File: config.mk
export PLATFORM = sky130hd
export DESIGN_NAME = hostq_regs
export DESIGN_NICKNAME = d
export VERILOG_FILES = /design/src/rtl/hostq_pkg.sv /design/src/rtl/hostq_fifo.sv /design/src/rtl/hostq_backend.sv /design/src/rtl/hostq_ready.sv /design/src/rtl/hostq_regs.sv
export SDC_FILE = /design/constraint.sdc
export NUM_CORES = 1
export LEC_CHECK = 0
export BUFFER_PORTS_ARGS = -buffer_cell sky130_fd_sc_hd__buf_4
export CAP_MARGIN = 10
export CORE_ASPECT_RATIO = 0.9
export CORE_MARGIN = 2
export CORE_UTILIZATION = 37
export DETAILED_ROUTE_END_ITERATION = 12
export PLACE_DENSITY = 0.5
export SLEW_MARGIN = 20
export SYNTH_ARGS = -nofsm -noshare
export SYNTH_HDL_FRONTEND = slang
export SYNTH_HIERARCHICAL = 1
export SYNTH_SLANG_ARGS = --single-unit
File: constraint.sdc
create_clock -name clk -period 6.88 [get_ports clk]
set_clock_uncertainty 0.2 [all_clocks]
set_input_delay 1.376 -clock clk [delete_from_list [all_inputs] [get_ports clk]]
set_output_delay 1.376 -clock clk [all_outputs]
set_load 0.005 [all_outputs]
File: src/rtl/hostq_pkg.sv
// Shared constants and helpers for the host queue register port.
// Assumes byte offsets are 8 bits wide and all accesses are full 32-bit words.
package hostq_pkg;
    localparam int ADDR_W = 8;
    localparam int DATA_W = 32;

    localparam logic [ADDR_W-1:0] OFS_BELL = 8'h20;
    localparam logic [ADDR_W-1:0] OFS_STAT = 8'h30;
    localparam logic [ADDR_W-1:0] OFS_MASK = 8'h34;
    localparam logic [ADDR_W-1:0] OFS_REQ  = 8'h40;
    localparam logic [ADDR_W-1:0] OFS_RSP  = 8'h44;
    localparam logic [ADDR_W-1:0] OFS_SCR  = 8'hB0;

    localparam logic [DATA_W-1:0] WORD_EMPTY = 32'hFFFF_FFFF;
    localparam logic [DATA_W-1:0] WORD_READY = 32'hFFFF_0000;

    // Build a completion tag: the address with bit 1 carrying the error flag.
    function automatic logic [DATA_W-1:0] make_tag(input logic [DATA_W-1:0] a,
                                                   input logic [DATA_W-1:0] m,
                                                   input logic [DATA_W-1:0] x);
        return {a[DATA_W-1:2], ((a & m) == x), a[0]};
    endfunction
endpackage

File: src/rtl/hostq_fifo.sv
// Synchronous FIFO with an occupancy count.
// A push while full and a pop while empty are ignored. A push and a pop
// in the same cycle are both honoured. The head is shown without a pop.
module hostq_fifo #(
    parameter int W     = 32,
    parameter int DEPTH = 8,
    localparam int AW   = (DEPTH > 1) ? $clog2(DEPTH) : 1,
    localparam int CW   = $clog2(DEPTH + 1)
) (
    input  logic          clk,
    input  logic          rst_n,
    input  logic          push,
    input  logic          pop,
    input  logic [W-1:0]  wdata,
    output logic [W-1:0]  head,
    output logic [CW-1:0] count,
    output logic          full,
    output logic          empty
);
    logic [W-1:0]  mem [DEPTH];
    logic [AW-1:0] wr_ptr, rd_ptr;
    logic          do_push, do_pop;

    assign full    = (count == CW'(DEPTH));
    assign empty   = (count == '0);
    assign do_push = push && !full;
    assign do_pop  = pop && !empty;
    assign head    = mem[rd_ptr];

    // Store an accepted entry.
    always_ff @(posedge clk) begin
        if (do_push) mem[wr_ptr] <= wdata;
    end

    // Advance the pointers and track occupancy.
    always_ff @(posedge clk) begin
        if (!rst_n) begin
            wr_ptr <= '0;
            rd_ptr <= '0;
            count  <= '0;
        end else begin
            if (do_push) wr_ptr <= (wr_ptr == AW'(DEPTH - 1)) ? '0 : wr_ptr + 1'b1;
            if (do_pop)  rd_ptr <= (rd_ptr == AW'(DEPTH - 1)) ? '0 : rd_ptr + 1'b1;
            if (do_push && !do_pop)      count <= count + 1'b1;
            else if (do_pop && !do_push) count <= count - 1'b1;
        end
    end
endmodule

File: src/rtl/hostq_backend.sv
// Back-end stub: moves one request to the reply queue per service period.
// The period counter runs only while a request is waiting. It holds at the
// last step while the reply queue is full, so the move happens on the first
// cycle that has room.
module hostq_backend
    import hostq_pkg::*;
#(
    parameter int          PERIOD    = 4,
    parameter logic [31:0] ERR_MASK  = 32'h0000_001C,
    parameter logic [31:0] ERR_MATCH = 32'h0000_0018,
    localparam int         PW        = $clog2(PERIOD + 1)
) (
    input  logic              clk,
    input  logic              rst_n,
    input  logic              req_empty,
    input  logic [DATA_W-1:0] req_head,
    input  logic              rsp_full,
    output logic              xfer,
    output logic [DATA_W-1:0] tag
);
    logic [PW-1:0] step;
    logic          at_end;

    assign at_end = (step == PW'(PERIOD - 1));
    assign xfer   = !req_empty && at_end && !rsp_full;
    assign tag    = make_tag(req_head, ERR_MASK, ERR_MATCH);

    // Count service cycles while work is waiting.
    always_ff @(posedge clk) begin
        if (!rst_n || req_empty) begin
            step <= '0;
        end else if (at_end) begin
            if (!rsp_full) step <= '0;
        end else begin
            step <= step + 1'b1;
        end
    end
endmodule

File: src/rtl/hostq_ready.sv
// Start-up timer: raises ready after DELAY clock cycles out of reset and
// keeps it high until the next reset.
module hostq_ready #(
    parameter int  DELAY = 64,
    localparam int RW    = $clog2(DELAY + 1)
) (
    input  logic clk,
    input  logic rst_n,
    output logic ready
);
    logic [RW-1:0] ticks;

    // Count up to the delay, then latch ready.
    always_ff @(posedge clk) begin
        if (!rst_n) begin
            ticks <= '0;
            ready <= 1'b0;
        end else if (!ready) begin
            ticks <= ticks + 1'b1;
            if (ticks == RW'(DELAY - 1)) ready <= 1'b1;
        end
    end
endmodule

File: src/rtl/hostq_regs.sv
// Register port for the host command and completion queues.
// It decodes the offsets, applies the push and pop side effects, keeps the
// inverted-polarity mask and the sticky overflow flag, and drives the
// interrupt. The host is assumed to issue one single-cycle access at a time
// and never to assert bus_wr and bus_rd together.
module hostq_regs
    import hostq_pkg::*;
#(
    parameter int          DEPTH          = 8,
    parameter int          SERVICE_PERIOD = 4,
    parameter int          READY_DELAY    = 64,
    parameter bit          ALT_BITS       = 1'b0,
    parameter logic [31:0] ERR_MASK       = 32'h0000_001C,
    parameter logic [31:0] ERR_MATCH      = 32'h0000_0018,
    localparam int         FLAG_BIT       = ALT_BITS ? 2 : 3,
    localparam int         CW             = $clog2(DEPTH + 1)
) (
    input  logic              clk,
    input  logic              rst_n,
    input  logic              bus_wr,
    input  logic              bus_rd,
    input  logic [ADDR_W-1:0] bus_addr,
    input  logic [DATA_W-1:0] bus_wdata,
    output logic [DATA_W-1:0] bus_rdata,
    output logic              irq
);
    logic              req_hit, rsp_hit;
    logic              req_full, req_empty, rsp_full, rsp_empty;
    logic [CW-1:0]     req_cnt, rsp_cnt;
    logic [DATA_W-1:0] req_head, rsp_head, bk_tag;
    logic              xfer, rsp_pop;
    logic              mask_q, ovf_q, ready_q;
    logic [DATA_W-1:0] bell_q, rd_mux;

    assign req_hit = bus_wr && (bus_addr == OFS_REQ);
    assign rsp_hit = bus_rd && (bus_addr == OFS_RSP);
    assign rsp_pop = rsp_hit && !rsp_empty;
    assign irq     = !rsp_empty && !mask_q;

    hostq_fifo #(.W(DATA_W), .DEPTH(DEPTH)) u_req_q (
        .clk(clk), .rst_n(rst_n), .push(req_hit), .pop(xfer),
        .wdata(bus_wdata), .head(req_head), .count(req_cnt),
        .full(req_full), .empty(req_empty)
    );

    hostq_fifo #(.W(DATA_W), .DEPTH(DEPTH)) u_rsp_q (
        .clk(clk), .rst_n(rst_n), .push(xfer), .pop(rsp_pop),
        .wdata(bk_tag), .head(rsp_head), .count(rsp_cnt),
        .full(rsp_full), .empty(rsp_empty)
    );

    hostq_backend #(.PERIOD(SERVICE_PERIOD), .ERR_MASK(ERR_MASK), .ERR_MATCH(ERR_MATCH)) u_engine (
        .clk(clk), .rst_n(rst_n), .req_empty(req_empty), .req_head(req_head),
        .rsp_full(rsp_full), .xfer(xfer), .tag(bk_tag)
    );

    hostq_ready #(.DELAY(READY_DELAY)) u_boot (
        .clk(clk), .rst_n(rst_n), .ready(ready_q)
    );

    // Writable words: mask bit, doorbell, sticky overflow flag.
    always_ff @(posedge clk) begin
        if (!rst_n) begin
            mask_q <= 1'b1;
            bell_q <= '0;
            ovf_q  <= 1'b0;
        end else begin
            if (bus_wr && bus_addr == OFS_MASK) mask_q <= bus_wdata[FLAG_BIT];
            if (bus_wr && bus_addr == OFS_BELL) bell_q <= bus_wdata;
            if (req_hit && req_full)            ovf_q  <= 1'b1;
        end
    end

    // Select the read value for the addressed word.
    always_comb begin
        rd_mux = '0;
        unique case (bus_addr)
            OFS_STAT: begin
                rd_mux[FLAG_BIT] = !rsp_empty;
                rd_mux[0]        = ovf_q;
            end
            OFS_MASK: rd_mux[FLAG_BIT] = mask_q;
            OFS_BELL: rd_mux = bell_q;
            OFS_RSP:  rd_mux = rsp_empty ? WORD_EMPTY : rsp_head;
            OFS_SCR:  rd_mux = ready_q ? WORD_READY : '0;
            default:  rd_mux = '0;
        endcase
    end

    // Register the read data on each read strobe.
    always_ff @(posedge clk) begin
        if (!rst_n)      bus_rdata <= '0;
        else if (bus_rd) bus_rdata <= rd_mux;
    end
endmodule

After elaboration in Yosys (flattened, before gate mapping)
Memories as Yosys holds them, arrays and structs flattened. A register that Yosys moved wholly into a read port is not among the register bits.
Index checks and enable logic that the tools add are counted.
- register bits: 97
- bits in latches: 0
- RAM bits: 512
- memory bits (read-only): 0
- bits of input ports: 44
- output and inout port bits: 33
- word-level logic and storage cells: 99
- memories: 2
- add/sub/neg operators: 10
- multiply operators: 0
- div/mod/pow operators: 0
- magnitude comparators: 0
- equal/unequal tests: 16
- shift operators: 0
- muxes and demuxes: 26
- bitwise logic cells: 0
- reduce and logical (&&, ||, !) cells: 32
- memory list (name ; depth ; bits a word ; rd ports ; clocked after Yosys merged registers in ; wr ports ; line ; text):
    u_req_q.mem ; 8 ; 32 ; 1 ; 1 ; 1 ; hostq_fifo.sv:20 ; logic [W-1:0] mem [DEPTH];
    u_rsp_q.mem ; 8 ; 32 ; 1 ; 1 ; 1 ; hostq_fifo.sv:20 ;
- operators by type and width (cell ; number):
    28-bit one-hot mux with 3 select lines ; 1
    32-bit 2-to-1 mux ; 2
    3-bit 2-to-1 mux ; 10
    8-bit by 6-bit equality test with 1-bit output (second input constant) ; 3
    1-bit logical AND ; 17
    8-bit by 7-bit equality test with 1-bit output (second input constant) ; 2
    4-bit 2-to-1 mux ; 4
    3-bit by 1-bit adder with 3-bit output (second input constant) ; 5
    3-bit equality test (second input constant) ; 5
    1-bit logical NOT ; 10
    4-bit by 1-bit adder with 4-bit output (second input constant) ; 2
    4-bit equality test (second input constant) ; 2
    8-bit equality test (second input constant) ; 1
    4-bit logical NOT ; 2
    4-bit by 1-bit subtractor with 4-bit output (second input constant) ; 2
    7-bit by 1-bit adder with 7-bit output (second input constant) ; 1
    7-bit by 6-bit equality test with 1-bit output (second input constant) ; 1
    1-bit 2-to-1 mux ; 6
    2-bit one-hot mux with 3 select lines ; 1
    1-bit one-hot mux with 5 select lines ; 1
    1-bit one-hot mux with 4 select lines ; 1
    2-bit nonzero test ; 2
    3-bit by 2-bit equality test with 1-bit output (second input constant) ; 1
    2-bit != test (second input constant) ; 1
    1-bit logical OR ; 1

Logic depth before layout (Yosys ltp)
- depth in word-level cells: 9
- depth in mapped cells: 14
- mapped depth without buffers: 12

Hierarchy
Netlist, hierarchy kept.
- by module, submodules not included (module ; instances ; cells each ; area an instance (µm²) ; seq. area each (µm²)):
    hostq_fifo (u_req_q) ; 1 ; 446 ; 10468.8 ; 7947.6
    hostq_fifo (u_rsp_q) ; 1 ; 445 ; 10466.3 ; 7947.6
    hostq_regs ; 1 ; 348 ; 2956.6 ; 1321.3
    hostq_backend ; 1 ; 48 ; 392.9 ; 60.1
    hostq_ready ; 1 ; 33 ; 346.6 ; 160.2

Least setup slack after synthesis
OpenSTA, ideal clock, no wires.
- kind: input port to flip-flop
- start: in bus_addr[4]
- end: mem u_req_q.mem[0][0], enable pin
- library setup time: 0.501 ns
- arrival: 5.512 ns
- data required time: 6.179 ns
- slack: 0.667 ns
- stages: 7
- buffers on the path: 2
- cell sequence: buf_6 -> nor2_2 -> nand3_1 -> nor3_1 -> a21bo_2 -> buf_6 -> nor4_1
- longest elaborated chain between the ends: 5
- ends and longest elaborated chain (element ; line ; text):
    start: declaration ; hostq_regs.sv:22 ; input logic [ADDR_W-1:0] bus_addr,
    8-bit by 7-bit equality test with 1-bit output ; hostq_regs.sv:35 ; assign req_hit = bus_wr && (bus_addr == OFS_REQ);
    1-bit logical AND ; hostq_regs.sv:35 ;
    via req_hit ; hostq_regs.sv:27 ; logic req_hit, rsp_hit;
    1-bit logical AND ; hostq_fifo.sv:26 ; assign do_push = push && !full;
    1-bit 2-to-1 mux ; hostq_fifo.sv:32 ; if (do_push) mem[wr_ptr] <= wdata;
    1-bit 2-to-1 mux (not written as such) ; hostq_fifo.sv:32 ;
    end: declaration ; hostq_fifo.sv:20 ;
The timed path passes the listed nets, and every way through them passes these cells.

Worst setup path in the final report
- start: in bus_addr[4]
- end: mem u_req_q.mem[7][29], enable pin
- longest elaborated chain between the ends: 5
- ends and longest elaborated chain (element ; line ; text):
    8-bit by 7-bit equality test with 1-bit output ; hostq_regs.sv:35 ;
    1-bit logical AND ; hostq_regs.sv:35 ;
    via req_hit ; hostq_regs.sv:27 ;
    1-bit logical AND ; hostq_fifo.sv:26 ;
    via u_req_q.do_push ; hostq_fifo.sv:22 ; logic do_push, do_pop;
    1-bit 2-to-1 mux ; hostq_fifo.sv:32 ;
    1-bit 2-to-1 mux (not written as such) ; hostq_fifo.sv:32 ;
The timed path passes the listed nets, and every way through them passes these cells.

==> results by stage <==
Critical path:
- STA classifies the critical path startpoint as an input pin.
- The critical path data arrival time is 4.36 ns.
- The data required time of the critical path is 6.88 ns.
- Along the worst path, the maximum fanout reaches 31.
- The worst setup path is of the input pin to register kind.
- STA classifies the critical path endpoint as a register.

Place:
- The final weighted congestion in routability-driven placement is 0.766.
- The count of buffers inserted at the top-level ports is 76.
- The HPWL after detailed placement is 31.7 mm.

Power:
- The share of total power in combinational logic is 0.012.
- The sequential power share is 0.517.
- Dividing total power by cell area gives a power density of 274 nW/µm².
- The leakage power summed over all cells is 0.00900 µW.
- The analysis attributes to net switching a power of 1470 µW.
- The clock network fraction of design power is 0.471.
- Internal power comes to 6170 µW.
- Across the VDD grid, the largest voltage drop is 0.000189 V.
- The fraction of power spent switching nets is 0.193.

Flow run:
- Across the run, the number of max-cap violations was 0.

STA:
- The share of the clock period used by the worst path is 0.633.
- Setup repair after global routing left no endpoint under its margin.
- The worst relative slew slack is 0.255.
- The number of failing setup endpoints in the final timing report is 0.
- The transition time at the pin with the least slew margin is 1.11 ns.
- For the final routed database, the setup TNS stands at 0 ns.
- The number of max-slew violations in the final report came to 0.
- The timing-limited maximum frequency is 0.229 GHz.
- The worst hold slack is 0.274 ns.
- The final critical path time including I/O delays and setup is 4.36 ns.
- The hold violation total from the final report is 0.

Clock network:
- After clock tree synthesis, the setup repair step added 0 buffers.
- The number of buffers created by CTS is 67.
- The number of H-tree levels is 3.
- The source-to-sink clock delay at the later pin of the worst-skew pair is 0.58 ns.
- The total of cells resized after clock tree synthesis is 0.
- After clock tree synthesis, the flow added hold-fix buffers numbering 0.
- The tree built by TritonCTS fans out to 607 sinks.
- The root buffer cell chosen for the clock tree is clkbuf_16.
- The TritonCTS clock tree is yes.
- The maximum buffer depth of the clock tree is 3.
- After clock tree synthesis, the clock-pin slew on the worst setup and hold paths is 0.06 ns.

Min path:
- The min-delay analysis places its worst path in the category register to register.

Floorplan:
- Row generation in the floorplan step produced 89 rows.
- The number of top-level pins is 77.
- After floorplanning, the core was sized to cover 65300 µm².
- The starting density of the core is 0.373.
- The area of the die is 67800 µm².
- The height of the chip is 247 µm.
- The die span in x is 274 µm.

Detailed routing:
- The via count of the routed design is 12000.
- The number of remaining DRC errors is 0.
- Dividing the detail-routed via count by the number of cells gives 5.21.
- The number of detailed-routing iterations run before antenna repair is 4.
- The post-detailed-route count of antenna-violating nets is 1.
- The wire length per cell is 23.7 µm.
- After the first detailed-routing iteration, the DRC count stood at 904.
- The final wirelength is 54.3 mm.

Global routing:
- The number of global-route vias before repair is 11900.
- The number of antenna violations at the first check in global routing was 1.
- The pin count of the biggest net entering global routing is 66.
- For this run, the total global-route usage over all layers was measured as 0.161.
- The first-pass GRT wire length is 79.5 mm.
- The total congestion overflow after global routing is 0.

Logic synthesis:
- Each instance of the synthesized netlist takes up on average 18.6 µm².
- The post-synth net total is 1371.
- The mapped netlist covers 24300 µm².
- The Yosys step of the flow raised 6 warnings.
- In the synthesized netlist, the number of instances is 1309.

Final layout:
- The layout cell share with drive strength beyond 1 is 0.249.
- The area growth from synthesis to layout is 14.7%.
- Leaving out fill and tap cells, the most frequent cell in the layout is edfxtp_1.
- The net count of the finished layout is 1435.
- Leaving out fill and tap cells, the most frequent cells in the layout are edfxtp_1 (504), buf_4 (99), dfxtp_1 (98), mux4_1 (79), clkbuf_16 (71).
- The post-route core utilization is 0.428.

Outcome:
- The final reports fail on antenna violations.
- The run finished, with violations left.
## registers in the layout, summed over array words and instances (netlist names), named ones only
name            count
bell_q             32
bus_rdata          32
mask_q              1
ovf_q               1
u_boot/ready        1
u_boot/ticks        7
u_engine/step       3
u_req_q/count       4
u_req_q/mem       248
u_req_q/rd_ptr      3
u_req_q/wr_ptr      3
u_rsp_q/count       4
u_rsp_q/mem       256
u_rsp_q/rd_ptr      3
u_rsp_q/wr_ptr      3
## critical path: stages
cell and delay (ns):
buf_4 0.16, nor2_2 0.68, nand3_1 0.15, nor3_1 0.32
a21bo_2 0.35, inv_1 0.14, nand2_1 0.22, nor2_4 0.93
## path summary, 6_finish.rpt
| kind | slack (ns) | startpoint | end | cells after the start |
|---|---|---|---|---|
| hold / removal | 0.27 | u_engine/step[1] | u_engine/step[1] | 2 |
| setup reg to reg | 3.27 | u_rsp_q/count[0] | u_rsp_q/mem[1][26] | 8 |
| setup / recovery | 2.52 | bus_addr[4] | u_req_q/mem[7][29] | 8 |
| hold reg to reg | 0.27 | u_engine/step[1] | u_engine/step[1] | 2 |
## per-stage QoR
step	cell area, µm²	power, µW	instances	setup WS [ns]
floorplan	24300	4060	1309	0.765
global placement	25600	4120	2166	1.86
detailed placement	25600	4130	2166	1.78
CTS	27800	7730	2288	2.40
global route	27900	7890	2290	2.30
finish	27900	7650	2296	2.52
## power by group through the flow
stage / Sequential [µW] / Combinational (µW) / Clock (µW)
5_1_grt: 3950 / 104 / 3830
2_1_floorplan: 4030 / 32.4 / 0
3_5_place_dp: 4030 / 95.9 / 0
4_1_cts: 3950 / 96.2 / 3690
6_report: 3950 / 94.1 / 3600
3_3_place_gp: 4030 / 93.5 / 0
## metal layers
metal,global-route usage,routed length [µm],share of wire,up-vias
met5,0,10,0.00018,-
met4,0.0374,925,0.017,2
met3,0.0296,1960,0.036,71
met2,0.249,25100,0.46,199
met1,0.237,26400,0.49,6293
li1,-,-,-,5408
## cell type report
type	count	area (µm²)
Fill cell	5813	37300
Sequential cell	607	17200
Multi-Input combinational cell	592	6560
Clock buffer	85	1880
Tap cell	864	1080
Timing Repair Buffer	101	798
Clock inverter	37	358
Inverter	4	15.0
Antenna cell	6	15.0
No activity file was read; power rests on OpenSTA's default activity.
